### config.mk
export PLATFORM = sky130hd
export DESIGN_NAME = prg_bank_mapper
export DESIGN_NICKNAME = d
export VERILOG_FILES = /design/src/rtl/prg_map_pkg.sv /design/src/rtl/prg_bank_regs.sv /design/src/rtl/prg_slot_calc.sv /design/src/rtl/prg_bank_mapper.sv
export SDC_FILE = /design/constraint.sdc
export NUM_CORES = 1
export LEC_CHECK = 0
export BUFFER_PORTS_ARGS = -buffer_cell sky130_fd_sc_hd__buf_2
export CORE_MARGIN = 3
export CORE_UTILIZATION = 47
export DETAILED_ROUTE_END_ITERATION = 6
export GPL_TIMING_DRIVEN = 0
export PLACE_DENSITY = 0.78
export SYNTH_ARGS = -nofsm -noshare
export SYNTH_HDL_FRONTEND = slang
export SYNTH_HIERARCHICAL = 1
export SYNTH_SLANG_ARGS = --single-unit
### constraint.sdc
create_clock -name clk -period 1.3 [get_ports clk]
set_input_delay 0.13 -clock clk [delete_from_list [all_inputs] [get_ports clk]]
set_output_delay 0.13 -clock clk [all_outputs]
set_load 0.1 [all_outputs]
### src/rtl/prg_map_pkg.sv
// Shared definitions for the PRG bank mapper: mode encoding and the
// bank-number permutation used by the reversed 8K mode.
// Assumes bank registers are 6 bits wide.
package prg_map_pkg;

    localparam int BANK_REG_W = 6;

    typedef enum logic [1:0] {
        PM_32K     = 2'd0,
        PM_16K     = 2'd1,
        PM_8K      = 2'd2,
        PM_8K_REV  = 2'd3
    } prg_mode_e;

    // Permute a 6-bit bank number; bits 3 and 0 of the result are zero.
    function automatic logic [BANK_REG_W-1:0] bank_permute(input logic [BANK_REG_W-1:0] v);
        return {v[1], v[2], 1'b0, v[4], v[5], 1'b0};
    endfunction

endpackage

### src/rtl/prg_bank_regs.sv
// Register file of the PRG mapper: four 6-bit bank registers, the
// mode/control register and the outer-bank register.
// Assumes writes are decoded from the upper nibble and low two address bits.
module prg_bank_regs #(
    parameter int NUM_BANKS = 4,
    parameter int OUTER_W   = 3
) (
    input  logic                                   clk,
    input  logic                                   rst_n,
    input  logic                                   wr_en,
    input  logic [15:0]                            wr_addr,
    input  logic [7:0]                             wr_data,
    output logic [NUM_BANKS-1:0][prg_map_pkg::BANK_REG_W-1:0] bank_q,
    output logic [7:0]                             ctrl_q,
    output logic [OUTER_W-1:0]                     outer_q
);
    import prg_map_pkg::*;

    localparam int IDX_W = $clog2(NUM_BANKS);

    logic bank_region;
    logic cfg_region;

    // Decode the two write regions.
    always_comb begin
        bank_region = wr_en && (wr_addr[15:12] == 4'h8);
        cfg_region  = wr_en && (wr_addr[15:12] == 4'hD);
    end

    for (genvar b = 0; b < NUM_BANKS; b++) begin : g_bank
        // Hold one bank register; reset to the all-ones bank.
        always_ff @(posedge clk) begin
            if (!rst_n)
                bank_q[b] <= '1;
            else if (bank_region && (wr_addr[IDX_W-1:0] == IDX_W'(b)))
                bank_q[b] <= wr_data[BANK_REG_W-1:0];
        end
    end

    // Hold the mode/control and outer-bank registers.
    always_ff @(posedge clk) begin
        if (!rst_n) begin
            ctrl_q  <= '0;
            outer_q <= '0;
        end else if (cfg_region) begin
            if (wr_addr[1:0] == 2'd0)
                ctrl_q <= wr_data;
            if (wr_addr[1:0] == 2'd3)
                outer_q <= wr_data[OUTER_W-1:0];
        end
    end

endmodule

### src/rtl/prg_slot_calc.sv
// Combinational translation of a CPU address into an 8K bank number.
// Handles the four page modes, the 0x6000 window and the outer field.
// Assumes four bank registers and OUTER_W of at least 1.
module prg_slot_calc #(
    parameter int OUTER_W = 3,
    parameter int BANK_W  = OUTER_W + 5
) (
    input  logic [3:0][prg_map_pkg::BANK_REG_W-1:0] bank_q,
    input  logic [7:0]                              ctrl_q,
    input  logic [OUTER_W-1:0]                      outer_q,
    input  logic [15:0]                             cpu_addr,
    output logic [BANK_W-1:0]                       bank8k,
    output logic                                    rom_sel,
    output logic                                    open_bus
);
    import prg_map_pkg::*;

    prg_mode_e               mode;
    logic                    last_prog;
    logic                    win_en;
    logic [BANK_REG_W-1:0]   last_bank;
    logic [1:0]              slot;
    logic [3:0][BANK_REG_W-1:0] plain_b;
    logic [3:0][BANK_REG_W-1:0] perm_b;
    logic [BANK_REG_W-1:0]   hi_base;
    logic [BANK_REG_W-1:0]   win_base;
    logic                    in_win;
    logic                    in_hi;

    // Unpack control fields and the top-slot bank.
    always_comb begin
        mode      = prg_mode_e'(ctrl_q[1:0]);
        last_prog = ctrl_q[2];
        win_en    = ctrl_q[7];
        last_bank = last_prog ? bank_q[3] : {BANK_REG_W{1'b1}};
        slot      = cpu_addr[14:13];
        in_win    = (cpu_addr[15:13] == 3'b011);
        in_hi     = cpu_addr[15];
    end

    for (genvar s = 0; s < 4; s++) begin : g_slot
        // Per-slot source bank, plain and permuted.
        if (s == 3) begin : g_top
            always_comb plain_b[s] = last_bank;
        end else begin : g_low
            always_comb plain_b[s] = bank_q[s];
        end
        always_comb perm_b[s] = bank_permute(plain_b[s]);
    end

    // Select the 8K bank for 0x8000-0xFFFF according to the mode.
    always_comb begin
        unique case (mode)
            PM_32K:    hi_base = {last_bank[3:0], slot};
            PM_16K:    hi_base = cpu_addr[14] ? {last_bank[4:0], cpu_addr[13]}
                                              : {bank_q[1][4:0], cpu_addr[13]};
            PM_8K:     hi_base = plain_b[slot];
            default:   hi_base = perm_b[slot];
        endcase
    end

    // Derive the 0x6000 window bank from register 3 according to the mode.
    always_comb begin
        unique case (mode)
            PM_32K:    win_base = {bank_q[3][3:0], 2'b11};
            PM_16K:    win_base = {bank_q[3][4:0], 1'b1};
            PM_8K:     win_base = bank_q[3];
            default:   win_base = bank_permute(bank_q[3]);
        endcase
    end

    // Merge the outer field and produce the region flags.
    always_comb begin
        bank8k   = BANK_W'(in_hi ? hi_base : win_base) | {outer_q, 5'b0};
        rom_sel  = in_hi || (in_win && win_en);
        open_bus = in_win && !win_en;
    end

endmodule

### src/rtl/prg_bank_mapper.sv
// Top of the PRG bank mapper: register file plus combinational translator.
// Assumes a single clock; register writes become visible after the edge.
module prg_bank_mapper #(
    parameter int OUTER_W = 3,
    parameter int BANK_W  = OUTER_W + 5,
    parameter int ROM_AW  = BANK_W + 13
) (
    input  logic              clk,
    input  logic              rst_n,
    input  logic              wr_en,
    input  logic [15:0]       wr_addr,
    input  logic [7:0]        wr_data,
    input  logic [15:0]       cpu_addr,
    output logic [ROM_AW-1:0] rom_addr,
    output logic              rom_sel,
    output logic              open_bus,
    output logic [7:0]        bus_byte
);
    import prg_map_pkg::*;

    logic [3:0][BANK_REG_W-1:0] bank_q;
    logic [7:0]                 ctrl_q;
    logic [OUTER_W-1:0]         outer_q;
    logic [BANK_W-1:0]          bank8k;

    prg_bank_regs #(
        .NUM_BANKS (4),
        .OUTER_W   (OUTER_W)
    ) u_regs (
        .clk     (clk),
        .rst_n   (rst_n),
        .wr_en   (wr_en),
        .wr_addr (wr_addr),
        .wr_data (wr_data),
        .bank_q  (bank_q),
        .ctrl_q  (ctrl_q),
        .outer_q (outer_q)
    );

    prg_slot_calc #(
        .OUTER_W (OUTER_W),
        .BANK_W  (BANK_W)
    ) u_calc (
        .bank_q   (bank_q),
        .ctrl_q   (ctrl_q),
        .outer_q  (outer_q),
        .cpu_addr (cpu_addr),
        .bank8k   (bank8k),
        .rom_sel  (rom_sel),
        .open_bus (open_bus)
    );

    // Form the ROM byte address and the open-bus byte.
    always_comb begin
        rom_addr = {bank8k, cpu_addr[12:0]};
        bus_byte = cpu_addr[15:8];
    end

endmodule

* Yosys cells after proc, flatten, opt, wreduce, memory -nomap -nowiden
Cells that the tools add are included.
Storage, ports and cells: register bits 35, latch bits 0, bits in writable memories 0, memory bits (read-only) 0, input bits 43, logic and storage cells 39, memories kept 0
Operators by class: add/subtract/negate cells 0, multiply operators 0, divide/modulo/power cells 0, order comparisons 1, equality and inequality tests 8, shift operators 0, mux-type cells 9, bitwise logic cells 1, reduce and logical (&&, ||, !) cells 14
Operators with widths (number):
- $pmux W6 S3 | 2
- $mux W6 | 5
- $bmux W6 S2 | 2
- $eq A4 B4 Y1 const B | 2
- $logic_and A1 B1 Y1 | 8
- $or A8 B8 Y8 | 1
- $eq A2 B2 Y1 const B | 3
- $eq A2 B1 Y1 const B | 2
- $logic_not A2 Y1 | 2
- $reduce_and A2 Y1 | 2
- $eq A3 B2 Y1 const B | 1
- $lt A2 B3 Y1 const B | 1
- $logic_not A1 Y1 | 1
- $logic_or A1 B1 Y1 | 1

* Logic depth before layout (Yosys ltp)
Gate-level depths: netlist of the first run.
word-level depth 6, depth in mapped cells 6

* By module
The synthesis of the first run kept the hierarchy.
By module, submodules not included:
- prg_bank_regs | times used 1, cells an instance 147, area each 1493.9 sq um, seq. area each 700.7 sq um
- prg_slot_calc | times used 1, cells an instance 92, area each 724.4 sq um, seq. area each 0.0 sq um
- prg_bank_mapper | times used 1, cells an instance 21, area each 157.7 sq um, seq. area each 0.0 sq um

* Least setup slack after synthesis of the first run
No wires, ideal clock.
path type reg-to-output, start reg u_regs.ctrl_q[0], end out rom_addr[17], arrival time 3.140 ns, slack -1.970 ns, cell stages (with the launch flop) 6, buffers on the path 2, cells stage by stage dfxtp_1 -> clkbuf_8 -> buf_2 -> a211oi_1 -> a211oi_1 -> a211oi_1
Between the ends: word-level cells in the longest chain between the ends 4, elaborated cells on any way between the ends 7, classes of those cells eq/ne: 2; mux: 3; bitwise: 1; reduce/logical: 1
Ends and longest elaborated chain:
- start, declared | line prg_bank_regs.sv:14 | output logic [7:0] ctrl_q,
- start signal, assigned | line prg_bank_regs.sv:47 | ctrl_q <= wr_data;
- $eq A2 B2 Y1, or another cell as far along | line prg_slot_calc.sv:53, prg_slot_calc.sv:64
- $pmux W6 S3, on equally long branches | line prg_slot_calc.sv:64, prg_slot_calc.sv:53
- $mux W6 * | line prg_slot_calc.sv:74 | bank8k = BANK_W'(in_hi ? hi_base : win_base) | {outer_q, 5'b0};
- $or A8 B8 Y8 * | line prg_slot_calc.sv:74
- end, declared | line prg_bank_mapper.sv:14 | output logic [ROM_AW-1:0] rom_addr,
Every way passes the cells marked *; elsewhere a longest branch is shown, timed or not.

* Final worst setup path of the first run
start reg u_regs.ctrl_q[2], end out rom_addr[18]
Between the ends: word-level cells in the longest chain between the ends 6, elaborated cells on any way between the ends 9, classes of those cells mux: 8; bitwise: 1
Ends and longest elaborated chain:
- $mux W6 * | line prg_slot_calc.sv:35 | last_bank = last_prog ? bank_q[3] : {BANK_REG_W{1'b1}};
- $bmux W6 S2, on equally long branches | line prg_slot_calc.sv:58, prg_slot_calc.sv:57
- $mux W6, on equally long branches | line prg_slot_calc.sv:58, prg_slot_calc.sv:57
- $pmux W6 S3 * | line prg_slot_calc.sv:53 | unique case (mode)
- $mux W6 * | line prg_slot_calc.sv:74
- $or A8 B8 Y8 * | line prg_slot_calc.sv:74
Every way passes the cells marked *; elsewhere a longest branch is shown, timed or not. The select of a mux whose other input is x is not followed.

==> impl_metrics.env, run 1 <==
export IMPL_outcome="finished, violations left"
export IMPL_failed_checks="negative setup slack"
export IMPL_die_area_sq_um=5600
export IMPL_worst_setup_path_start_kind="flop"
export IMPL_rows=24
export IMPL_max_cap_violations=0
export IMPL_timing_setup_tns_ns=-3.82
export IMPL_wl_per_cell_um=17.0
export IMPL_drc=0
export IMPL_end_kind="output port"
export IMPL_gp_congestion=0.837
export IMPL_worstRegToRegCells=3
export IMPL_grt_overflow=0
export IMPL_cts_buffers=5
export IMPL_slowest_stage="mux4_2"
export IMPL_cts_tree="built"
export IMPL_diodes=0
export IMPL_drt_iter0_markers=116
export IMPL_grt_usage_pct=21.6
export IMPL_leakage_nw=1.31
export IMPL_ff2ff_setup_slack_ns=0.53
export IMPL_grt_pass1_wl_um=9060
export IMPL_netlist_area_sq_um=2230
export IMPL_worstMarginPinSlew_ns=0.692
export IMPL_vias_per_cell=5.72
export IMPL_ir_worst_vdd_mv=0.675
export IMPL_initial_core_util_pct=49.7
export IMPL_cts_sinks=31
export IMPL_num_vias=2047
export IMPL_wl_um=6100
export IMPL_place_detailed_hpwl_um=4180
export IMPL_finalInstanceArea_sq_um=3050
export IMPL_die_w_um=74.8
export IMPL_stdcell_count=358
export IMPL_place_inst=340
export IMPL_whs_path_depth=3
export IMPL_hold_class="input port to flop"
export IMPL_synth_nets=287
export IMPL_syn_inst=244
export IMPL_fillCellCount=351
export IMPL_crit_required_ns=1.17
export IMPL_syn2layout_area_growth_pct=37.0
export IMPL_clockBufferDepth=2
export IMPL_cts_htree_levels=2
export IMPL_critical_path_class="flop to output port"
export IMPL_skew_ns=0
export IMPL_clock_fmax_ghz=0.495
export IMPL_place_ws_ns=-0.527
export IMPL_holdBufCountCts=0
export IMPL_postPlaceCellArea_sq_um=2700
export IMPL_top_level_ports=74
export IMPL_hold_viol_final=0
export IMPL_nets=348
export IMPL_antenna_left=0
export IMPL_critPathArrivalTime_ns=1.89
export IMPL_fin_crit_sh_pct=155
export IMPL_critPathBufInv=2
export IMPL_r2r_end="u_regs/bank_q[15]"
export IMPL_path_clk_slew_ns=0.06
export IMPL_slew_headroom_pct=53.5
export IMPL_critical_path_max_fanout=4
export IMPL_drtPass1Iterations=4
export IMPL_cp_top_family="multiplexers"
export IMPL_startpoint="u_regs/ctrl_q[2]"
export IMPL_grt_start_max_net_pins=11
export IMPL_hold_start="wr_data[7]"
export IMPL_antenna_found_initial=0
export IMPL_slew_viol_final=0
export IMPL_core_area_sq_um=4470
export IMPL_clock_latency_ns=0.28
export IMPL_grt_setup_unrepaired="true"
export IMPL_hold_end="u_regs/ctrl_q[7]"
export IMPL_postLayoutSetupSlackWorst_ns=-0.721
export IMPL_slowest_delay_ns=0.55
export IMPL_dieHeight_um=74.8
export IMPL_clockRootBuffer="clkbuf_8"
export IMPL_ys_warn_count=6
export IMPL_finalSetupViolCount=6
export IMPL_timing_rr_start="u_regs/bank_q[15]"
export IMPL_grt_pass1_vias=1846
export IMPL_layout_min_cycle_time_ns=2.02
export IMPL_powerDensity_nw_per_um2=761
export IMPL_avgSynthCellArea_sq_um=9.12
export IMPL_io_buffers=44
export IMPL_crit_chain="buf_8, nand2b_4, mux4_2, nor3b_4, o21ai_4, buf_12"
export IMPL_drive_above_1_share_pct=46.1
export IMPL_p_total_mw=2.32
==> state kept, by name, summed over array words and instances (netlist names) <==
signal,count
u_regs/bank_q,24
u_regs/outer_q,3
u_regs/ctrl_q,4
==> layer usage <==
layer | vias to the layer above | GRT usage [%] | wire length, um
met5 | - | 0 | 0
met4 | 0 | 6.13 | 114
met3 | 11 | 4.94 | 502
met2 | 102 | 37.2 | 3160
met1 | 970 | 26.9 | 2320
li1 | 964 | - | -
==> cell type report <==
type | instances | area, sq um | area share (%)
Tap cell | 52 | 65.1 | 2.13
Clock inverter | 1 | 5.00 | 0.164
Clock buffer | 7 | 76.3 | 2.50
Inverter | 7 | 28.8 | 0.944
Timing Repair Buffer | 54 | 404 | 13.3
Multi-Input combinational cell | 164 | 1450 | 47.6
Sequential cell | 31 | 632 | 20.7
Buffer | 42 | 388 | 12.7
==> power by group <==
group	total, mW	internal (mW)	switching [mW]	leakage, nW
clock network	0.704	0.375	0.330	0.0422
logic	0.661	0.190	0.471	1.01
registers	0.955	0.952	0.00338	0.252
total	2.32	1.52	0.804	1.31
==> per-stage QoR <==
step | utilization, % | hold slack (ns)
finish | 68.1 | 0.0871
global route | 68.1 | 0.0928
global placement | 60.4 | 0.384
CTS | 66.8 | 0.0891
detailed placement | 60.4 | 0.385
floorplan | - | 0.272
==> worst reg2reg max path: stages (launching register included) <==
cell and delay [ns]:
dfxtp_1 0.32, nand2b_1 0.14, a21oi_1 0.14, a21oi_1 0.05
==> worst max path at each step <==
| stage | to | slack [ns] | cells past startpoint |
|---|---|---|---|
| finish | rom_addr[18] | -0.72 | 6 |
| global route | rom_addr[18] | -0.77 | 6 |
| CTS | rom_addr[18] | -0.70 | 6 |
| detailed placement | rom_addr[15] | -0.53 | 6 |
| global placement | rom_addr[15] | -0.52 | 6 |
| floorplan | rom_addr[17] | -0.53 | 5 |
==> cells in the final DEF, fill, tap and decap left out, drive strengths merged, types with 2 or more instances in the layout <==
master,n
a211oi,5
a21oi,18
a31oi,5
buf,82
clkbuf,21
dfxtp,31
inv,7
mux2,2
mux2i,28
mux4,6
nand2,19
nand2b,10
nand3,4
nand3b,3
nand4,2
nor2,9
nor2b,24
nor3,3
nor4,2
o211ai,2
o21ai,5
o22ai,4
==> repair_timing <==
item                       4_1_cts  5_1_grt
pin swaps                        9        6
setup endpoints to repair        8        8
cloned                           1        0
resized for setup               39        9
buffers inserted                 8        1
Note: power is estimated with default switching activity, not from simulation.
==> run 2: changes to the inputs <==
--- a/config.mk
+++ b/config.mk
@@ -6,11 +6,14 @@
 export NUM_CORES = 1
 export LEC_CHECK = 0
 export BUFFER_PORTS_ARGS = -buffer_cell sky130_fd_sc_hd__buf_2
+export CELL_PAD_IN_SITES_DETAIL_PLACEMENT = 0
+export CELL_PAD_IN_SITES_GLOBAL_PLACEMENT = 2
 export CORE_MARGIN = 3
-export CORE_UTILIZATION = 47
+export CORE_UTILIZATION = 30
 export DETAILED_ROUTE_END_ITERATION = 6
 export GPL_TIMING_DRIVEN = 0
-export PLACE_DENSITY = 0.78
+export PLACE_DENSITY = 0.81
+export REMOVE_ABC_BUFFERS = 1
 export SYNTH_ARGS = -nofsm -noshare
 export SYNTH_HDL_FRONTEND = slang
 export SYNTH_HIERARCHICAL = 1
==> constraint.sdc (replaced) <==
create_clock -name clk -period 2 [get_ports clk]
set_input_delay 0.2 -clock clk [delete_from_list [all_inputs] [get_ports clk]]
set_output_delay 0.2 -clock clk [all_outputs]
set_load 0.1 [all_outputs]
==> run 2 against run 1 <==
Effect of this change:
- sequential share of layout area is 5.7 points higher
- worst hold slack better by 0.081 ns
- the flow still finishes with violations (negative setup slack)
- first-iteration DRC count is 6.9% higher
- highest routed layer unchanged
- clock skew stayed put
- design area is 21% lower
- final cell count is 4.5% lower
- critical path depth is 1 lower
- clock power is 30% lower
- critical path type unchanged
- global-route usage is 8.5 points lower
- core utilization is 33 points lower
- wire length is 7.4% lower
==> impl_metrics.env, run 2 (synthesis gave the netlist of run 1 again) <==
export IMPL_holdBufCountCts=0
export IMPL_path_clk_slew_ns=0.06
export IMPL_antenna_left=0
export IMPL_finalInstanceArea_sq_um=2420
export IMPL_layout_common_cells="mux2i_1 (28), buf_2 (26), dfxtp_1 (25), nor2b_1 (24), nand2_1 (18)"
export IMPL_drc=0
export IMPL_drive_above_1_share_pct=31.7
export IMPL_grt_overflow=0
export IMPL_slowest_stage="mux4_2"
export IMPL_syn2layout_area_growth_pct=8.88
export IMPL_finalSetupViolCount=1
export IMPL_clockBufferDepth=2
export IMPL_num_vias=1782
export IMPL_layout_min_cycle_time_ns=2.00
export IMPL_worst_path_stages=5
export IMPL_slowest_delay_ns=0.53
export IMPL_clock_latency_ns=0.28
export IMPL_critPathBufInv=1
export IMPL_hold_viol_final=0
export IMPL_worstMarginPinSlew_ns=0.757
export IMPL_worstRegToRegCells=3
export IMPL_outcome="finished, violations left"
export IMPL_multiInputGateArea_sq_um=1310
export IMPL_wl_um=5650
export IMPL_vias_per_cell=5.21
export IMPL_clock_fmax_ghz=0.499
export IMPL_slew_viol_final=0
export IMPL_drtPass1Iterations=4
export IMPL_die_area_sq_um=8490
export IMPL_end_kind="output port"
export IMPL_grt_usage_pct=13.1
export IMPL_critical_path_max_fanout=3
export IMPL_rows=30
export IMPL_cts_tree="built"
export IMPL_cts_htree_levels=2
export IMPL_max_cap_violations=0
export IMPL_fin_crit_sh_pct=100
export IMPL_powerDensity_nw_per_um2=538
export IMPL_cp_top_family="multiplexers"
export IMPL_timing_rr_start="u_regs/ctrl_q[1]"
export IMPL_die_w_um=92.1
export IMPL_core_area_sq_um=6980
export IMPL_wl_per_cell_um=16.5
export IMPL_crit_chain="nand2b_2, mux4_2, o22ai_2, a211oi_2, buf_6"
export IMPL_antenna_found_initial=0
export IMPL_worst_setup_path_start_kind="flop"
export IMPL_p_total_mw=1.30
export IMPL_regMostFlops="u_regs/bank_q"
export IMPL_top_level_ports=74
export IMPL_postPlaceCellArea_sq_um=2190
export IMPL_nets=289
export IMPL_grt_start_max_net_pins=42
export IMPL_leakage_nw=0.958
export IMPL_diodes=0
export IMPL_critPathArrivalTime_ns=1.80
export IMPL_cts_sinks=31
export IMPL_cts_buffers=5
export IMPL_grt_pass1_wl_um=8870
export IMPL_ir_worst_vdd_mv=0.377
export IMPL_slew_headroom_pct=49.1
export IMPL_clockRootBuffer="clkbuf_8"
export IMPL_critical_path_class="flop to output port"
export IMPL_ff2ff_setup_slack_ns=1.03
export IMPL_largest_register_ffs=24
export IMPL_r2r_end="u_regs/ctrl_q[1]"
export IMPL_place_detailed_hpwl_um=3820
export IMPL_hold_class="input port to flop"
export IMPL_skew_ns=0
export IMPL_failed_checks="negative setup slack"
export IMPL_crit_required_ns=1.80
export IMPL_grt_pass1_vias=1702
export IMPL_startpoint="u_regs/bank_q[22]"
export IMPL_drt_iter0_markers=124
export IMPL_area_sequential_sq_um=641
export IMPL_dieHeight_um=92.1
export IMPL_initial_core_util_pct=31.9
export IMPL_gp_congestion=0.846
export IMPL_reg_top3="u_regs/bank_q x24, u_regs/ctrl_q x4, u_regs/outer_q x3"
export IMPL_io_buffers=31
export IMPL_final_common_cell="mux2i_1"
export IMPL_fillCellCount=754
export IMPL_grt_setup_unrepaired="true"
export IMPL_endpoint="rom_addr[17]"
export IMPL_postLayoutSetupSlackWorst_ns=-0.00253
export IMPL_final_util_pct=34.7
run 2: cell count changes in the layout (fill, tap and decap cells not counted), moves of 3 or more:
cell and delta:
buf_4 -24, buf_2 -11, buf_12 -7, clkbuf_1 -7
dfxtp_2 -5, dfxtp_4 +4, clkbuf_8 -3
run 2: worst min-delay path, cell delays in order:
cell and delay (ns):
buf_2 0.09, nand2_1 0.05, mux2i_1 0.06
run 2: cell type report:
class                   count  share of cell area (%)
flip-flops and latches     31                    26.4
clock buffers               6                    3.41
repair buffers             37                    9.71
inverters                   7                    1.19
multi-input cells         164                    54.1
well taps                  96                    4.96
clock inverters             1                   0.207
run 2: where the power goes:
| part | switching, mW | total, mW | internal [mW] |
|---|---|---|---|
| clock | 0.221 | 0.490 | 0.269 |
| sequential | 0.00256 | 0.616 | 0.614 |
| combinational | 0.143 | 0.198 | 0.0553 |
| total | 0.366 | 1.30 | 0.938 |
run 2: metal layers:
| metal | GRT usage [%] | part of all wire, % |
|---|---|---|
| met5 | 1.92 | 0 |
| met4 | 3.22 | 0.67 |
| met3 | 4.43 | 7.6 |
| met2 | 20.2 | 46 |
| met1 | 17.4 | 46 |
run 2: stage by stage:
stage          std cells  TNS (ns)  hold WS, ns  setup WS, ns
3_3_place_gp         329     -1.14        0.401        -0.277
3_5_place_dp         329     -1.05        0.401        -0.290
5_1_grt              342    -0.174        0.183       -0.0519
6_report             342  -0.00253        0.168      -0.00253
4_1_cts              340  -0.00724        0.165      -0.00415
2_1_floorplan        202     -5.80        0.342         -1.62
run 2: timing repair:
action | 4_1_cts | 5_1_grt
pin swaps | 6 | 2
setup endpoints to repair | 6 | 6
resized for setup | 27 | 6
setup buffers | 4 | 2
run 2: worst min path at each step:
stage,end,slack (ns),start,cells past startpoint
finish,u_regs/ctrl_q[7],0.17,wr_data[7],3
global route,u_regs/ctrl_q[7],0.18,wr_data[7],3
CTS,u_regs/ctrl_q[7],0.17,wr_data[7],3
detailed placement,bus_byte[2],0.40,cpu_addr[10],0
global placement,bus_byte[2],0.40,cpu_addr[10],0
floorplan,u_regs/ctrl_q[7],0.34,wr_data[7],2
